## src/rtl/cmb_pkg.sv

```systemverilog
package cmb_pkg;

    // Register selector taken from address bits [3:2].
    typedef enum logic [1:0] {
        SEL_SET  = 2'd0,
        SEL_CLR  = 2'd1,
        SEL_GAP  = 2'd2,
        SEL_STAT = 2'd3
    } reg_sel_e;

endpackage

```

## src/rtl/cmb_enable.sv

```systemverilog
module cmb_enable #(
    parameter int SRC_W = 32
) (
    input  logic             clk,
    input  logic             rst_n,
    input  logic             set_stb,
    input  logic             clr_stb,
    input  logic [SRC_W-1:0] wdata,
    output logic [SRC_W-1:0] en_word
);

    typedef struct packed {
        logic [SRC_W-1:0] en;
    } en_state_t;

    en_state_t st_d, st_q;

    always_comb begin
        st_d = st_q;
        // The set is applied first and the clear second, so a clear always wins.
        if (set_stb) st_d.en = st_d.en | wdata;
        if (clr_stb) st_d.en = st_d.en & ~wdata;
    end

    always_ff @(posedge clk or negedge rst_n) begin
        if (!rst_n) st_q <= '0;
        else        st_q <= st_d;
    end

    assign en_word = st_q.en;

endmodule

```

## src/rtl/cmb_group.sv

```systemverilog
module cmb_group #(
    parameter int NUM_GRP = 4,
    parameter int GRP_W   = 8,
    localparam int SRC_W  = NUM_GRP * GRP_W
) (
    input  logic               clk,
    input  logic               rst_n,
    input  logic [SRC_W-1:0]   src,
    input  logic [SRC_W-1:0]   en,
    output logic [NUM_GRP-1:0] grp_out
);

    typedef struct packed {
        logic [NUM_GRP-1:0] line;
    } grp_state_t;

    grp_state_t         st_d, st_q;
    logic [NUM_GRP-1:0] any_active;

    for (genvar g = 0; g < NUM_GRP; g++) begin : g_reduce
        assign any_active[g] = |(src[g*GRP_W +: GRP_W] & en[g*GRP_W +: GRP_W]);
    end

    always_comb begin
        st_d      = st_q;
        st_d.line = any_active;
    end

    always_ff @(posedge clk or negedge rst_n) begin
        if (!rst_n) st_q <= '0;
        else        st_q <= st_d;
    end

    assign grp_out = st_q.line;

endmodule

```

## src/rtl/cmb_readmux.sv

```systemverilog
module cmb_readmux
    import cmb_pkg::*;
#(
    parameter int SRC_W = 32
) (
    input  logic             hit,
    input  reg_sel_e         sel,
    input  logic [SRC_W-1:0] src,
    input  logic [SRC_W-1:0] en,
    output logic [SRC_W-1:0] rdata
);

    always_comb begin
        rdata = '0;
        if (hit) begin
            unique case (sel)
                SEL_SET, SEL_CLR: rdata = en;
                SEL_STAT:         rdata = src & en;
                default:          rdata = '0;
            endcase
        end
    end

endmodule

```

## src/rtl/irq_combiner.sv

```systemverilog
module irq_combiner
    import cmb_pkg::*;
#(
    parameter int NUM_GRP = 4,
    parameter int GRP_W   = 8,
    parameter int ADDR_W  = 4,
    localparam int SRC_W  = NUM_GRP * GRP_W
) (
    input  logic               clk,
    input  logic               rst_n,
    input  logic [SRC_W-1:0]   src_i,
    input  logic [ADDR_W-1:0]  bus_addr,
    input  logic [SRC_W-1:0]   bus_wdata,
    input  logic               bus_wr,
    output logic [SRC_W-1:0]   bus_rdata,
    output logic [NUM_GRP-1:0] grp_irq
);

    logic             word_hit;
    reg_sel_e         sel;
    logic             set_stb;
    logic             clr_stb;
    logic [SRC_W-1:0] enable_word;

    // Only aligned word accesses reach a register.
    assign word_hit = (bus_addr[1:0] == 2'b00);
    assign sel      = reg_sel_e'(bus_addr[3:2]);
    assign set_stb  = bus_wr && word_hit && (sel == SEL_SET);
    assign clr_stb  = bus_wr && word_hit && (sel == SEL_CLR);

    cmb_enable #(.SRC_W(SRC_W)) u_enable (
        .clk     (clk),
        .rst_n   (rst_n),
        .set_stb (set_stb),
        .clr_stb (clr_stb),
        .wdata   (bus_wdata),
        .en_word (enable_word)
    );

    cmb_group #(.NUM_GRP(NUM_GRP), .GRP_W(GRP_W)) u_group (
        .clk     (clk),
        .rst_n   (rst_n),
        .src     (src_i),
        .en      (enable_word),
        .grp_out (grp_irq)
    );

    cmb_readmux #(.SRC_W(SRC_W)) u_rdmux (
        .hit   (word_hit),
        .sel   (sel),
        .src   (src_i),
        .en    (enable_word),
        .rdata (bus_rdata)
    );

endmodule

```

## config.mk

```make
export PLATFORM = sky130hd
export DESIGN_NAME = irq_combiner
export DESIGN_NICKNAME = d
export VERILOG_FILES = /design/src/rtl/cmb_pkg.sv /design/src/rtl/cmb_enable.sv /design/src/rtl/cmb_group.sv /design/src/rtl/cmb_readmux.sv /design/src/rtl/irq_combiner.sv
export SDC_FILE = /design/constraint.sdc
export NUM_CORES = 1
export LEC_CHECK = 0
export BUFFER_PORTS_ARGS = -buffer_cell sky130_fd_sc_hd__buf_2
export CAP_MARGIN = 40
export CORE_UTILIZATION = 40
export DETAILED_ROUTE_END_ITERATION = 7
export PLACE_DENSITY = 0.71
export SLEW_MARGIN = 20
export SYNTH_ARGS = -nofsm -noshare
export SYNTH_HDL_FRONTEND = slang
export SYNTH_SLANG_ARGS = --single-unit
```

## constraint.sdc

```tcl
create_clock -name clk -period 1 [get_ports clk]
set_input_delay 0 -clock clk [delete_from_list [all_inputs] [get_ports clk]]
set_output_delay 0 -clock clk [all_outputs]
set_load 0.05 [all_outputs]
```

# Yosys cells after proc, flatten, opt, wreduce, memory -nomap -nowiden
# Index checks and enable logic that the tools add are counted.
# totals
inputBits	71
wordCells	26
regBits	36
out_inout_bits	36
# classes
n_eq_ne	2
bitwise_logic	8
n_reduce_logical	10
muxes	4
# op_table
op	count
$mux 32	3
$and 32x32->32	2
$pmux 32 s2	1
$and 8x8->8	4
$not 32->32	1
$or 32x32->32	1
$reduce_or 8->1	4
$logic_not 2->1	2
$logic_and 1x1->1	3
$eq 2x1->1 const B	1
$eq 2x2->1 const B	1
$reduce_or 2->1	1

# Longest topological paths before layout
# logic_depth
ltp_word	6
depth_mapped	5
ltp_nobuf	3

# Hierarchy
# Synthesis repeated with hierarchy kept, for this count alone.
# unflattened
cells_unflattened	234
hier_area_um2	2030.7
# modules_own_cells
mod	n_inst	seq_area_each_um2	cells_each	area_each_um2
cmb_enable	1	800.8	102	1169.9
cmb_readmux	1	0.0	105	586.8
cmb_group	1	100.1	24	245.2
irq_combiner	1	0.0	3	28.8

# Worst setup path before layout
# Ideal clock, no wire load.
# synth_path
path_kind	input to output
from	input port bus_addr[2]
to	output port bus_rdata[10]
path_buffers	2
setup_slack_ns	-0.399
required_time_ns	1.000
cell_stages	4
arrival_time_ns	1.399
path_cell_list	clkbuf_1 > clkbuf_1 > nand2_1 > a21oi_1
# synth_between
elab_chain_cells	4
elab_cells_between_ends	6
classes_between	2 x eq/ne; 2 x mux; 2 x reduce/logical
# synth_lines
item	line_no	source
from (decl)	irq_combiner.sv:12	input logic [ADDR_W-1:0] bus_addr,
$eq 2x1->1 / $logic_not 2->1 (equally long branches)	cmb_readmux.sv:16	unique case (sel)
$reduce_or 2->1	cmb_readmux.sv:16	
$pmux 32 s2 *	cmb_readmux.sv:16	
$mux 32 *	cmb_readmux.sv:15	if (hit) begin
to (decl)	irq_combiner.sv:15	output logic [SRC_W-1:0] bus_rdata,
# Mark *: on every way between the ends. The rest lies on a longest branch, timed or not.

==> flow_metrics.tcl <==
set metrics [dict create \
    route.met3.wl_um 421 \
    whs_ps -7.54 \
    syn_avg_cell_area_sq_um 8.02 \
    power_mw 5.61 \
    cp_max_fo 2 \
    layout_setup_ws_ps -63.5 \
    slew_viol_final 0 \
    cts_tree "built" \
    num_vias 2686 \
    tightest_slew_ps 469 \
    grt_pass1_wl_um 12300 \
    powerDensity_mw_per_mm2 1290 \
    met1_length_um 2990 \
    tns_ps -973 \
    numClockSinks 36 \
    design.final.nets 532 \
    cts-htree-levels 2 \
    clock_latency_ps 290 \
    clkPwrFrac_pct 20.1 \
    grt_max_degree 37 \
    ys_ff_latch 36 \
    area_growth_pct 104 \
    syn_nets 337 \
    hold_path.class "primary input to register" \
    wl_um 8280 \
    drc 0 \
    mostFrequentLayoutCells "nand2_1, buf_2, dlygate4sd3_1" \
    cts.reportedPaths.clkPinSlew_ps 70 \
    status "finished, violations left" \
    setup_violations 33 \
    rows 26 \
    p_seq_share_pct 35.3 \
    critPathRequiredTime_ps 1000 \
    dieArea_sq_mm 0.00563 \
    pwr-share-comb_pct 44.7 \
    slew_headroom_pct 68.7 \
    netlist_instances 266 \
    multiInputGateArea_sq_mm 0.00144 \
    ff_latch_area_sq_um 901 \
    rsz0062_at_grt "yes" \
    cp-end-kind "primary output" \
    crit_type "register to primary output" \
    ant_nets 0 \
    io_buffers 106 \
    crit_arrival_ps 1060 \
    hold_violations 1 \
    wire_per_inst_um 15.6 \
    dp_hpwl_um 4230 \
    antenna_cells 0 \
    max_freq_mhz 940 \
    critPathLaunchType "register" \
    cts_made_buffers 5 \
    ys.warnings.count 0 \
    synth_seq_area_share_pct 42.3 \
    ir_drop_uv 853 \
    antenna_found_initial 0 \
    cap_violations 0 \
    drtIter0Drc 144 \
    ios 107 \
    violations "negative hold slack, negative setup slack" \
    die-height_um 75.0 \
    fillerInstances 276 \
    gp_congestion 0.785 \
    p_sw_share_pct 36.0 \
    layout-drive-gt1-share_pct 45.6 \
    start_util_pct 41.7 \
    skew_ps 2.93 \
    via_per_inst 5.06 \
    top_layer "met4" \
    core_area_sq_mm 0.00511 \
    internal_power_mw 3.59 \
    period_needed_ps 1060 \
    dr.pass1.iters 5 \
    p_switching_mw 2.02 \
    grtUsageTotal_pct 29.9 \
    grt_pass1_vias 2751 \
    met2WireLength_um 4650 \
    clk_path_buf_depth 2 \
    chipWidth_um 75.0 \
    final_common_cell "nand2_1" \
    synth_area_sq_mm 0.00213 \
    synth_cell_type_count 14 \
    period_share_pct 106 \
    clockRootBuffer "clkbuf_8" \
    cellLeakagePower_nw 2.16 \
    gr-total-overflow 0 \
]
## critical path: stages, from the launching register on
cell     delay, ps
dfrtp_1        410
nand2_2         80
a21oi_4        110
buf_6          160
## per-stage QoR
stage | worst slack, ps | utilization (%) | cells | cell area [sq um]
finish | -63.5 | 85.0 | 531 | 4340
global route | -95.9 | 85.0 | 531 | 4340
CTS | -34.3 | 83.0 | 529 | 4240
detailed placement | -58.6 | 61.0 | 432 | 3110
global placement | -12.5 | 61.0 | 432 | 3110
floorplan | -45.4 | - | 266 | 2480
## cell usage after synthesis (all sizes together)
library cell	number	area (sq um)
clkbuf	10	37.5
a21oi	33	165
mux2i	31	310
nor4b	1	23.8
nand2	95	367
inv	31	116
nand4	4	25.0
buf	7	56.3
a22oi	16	120
nor2	1	3.75
a31oi	1	6.26
dfrtp	36	901
## worst paths after layout
kind | startpoint | endpoint | slack, ps | cells after the start
min in group asynchronous | rst_n | asynchronous set/reset pin | 190 | 3
worst max register to register | register | u_group.grp_out[1] | -20 | 3
worst min-delay path | src_i[19] | u_group.grp_out[2] | -8 | 3
max in group asynchronous | rst_n | asynchronous set/reset pin | 620 | 3
worst min register to register | register | u_group.grp_out[0] | 620 | 3
worst max-delay path | register | bus_rdata[3] | -60 | 3
## metal layers
| metal | track usage (%) | vias up |
|---|---|---|
| met2 | 57.6 | 97 |
| met1 | 31.3 | 1316 |
| li1 | - | 1254 |
| met4 | 11.1 | 0 |
| met3 | 6.83 | 19 |
| met5 | 0 | - |
## power groups by stage
stage,sequential (mW),clock [mW],combinational [mW]
detailed placement,2.05,0,1.51
floorplan,2.03,0,1.04
global route,2.00,1.21,2.68
finish,1.98,1.13,2.51
CTS,1.95,1.14,2.33
global placement,2.04,0,1.47
## timing repair
action | 4_1_cts | 5_1_grt
buffers inserted | 32 | 0
hold buffers | 58 | 2
endpoints found under the hold margin | 71 | 2
resized for setup | 68 | 19
endpoints found under the setup margin | 32 | 36
pin swaps | 0 | 4
## area by class of cell
cell class	count	area share [%]
Sequential cell	36	20.7
Clock buffer	7	2.22
Tap cell	70	2.02
Timing Repair Buffer	205	39.2
Multi-Input combinational cell	182	33.2
Inverter	31	2.68
## logic make-up after synthesis
group	after synthesis	share of synthesized area, %
buffers and inverters	48	9.86
AND/OR/NAND/NOR	101	19.7
flip-flops	36	42.3
multiplexers	31	14.6
AO/OA/AOI/OAI	50	13.7
(Power assumes the default switching activity.)
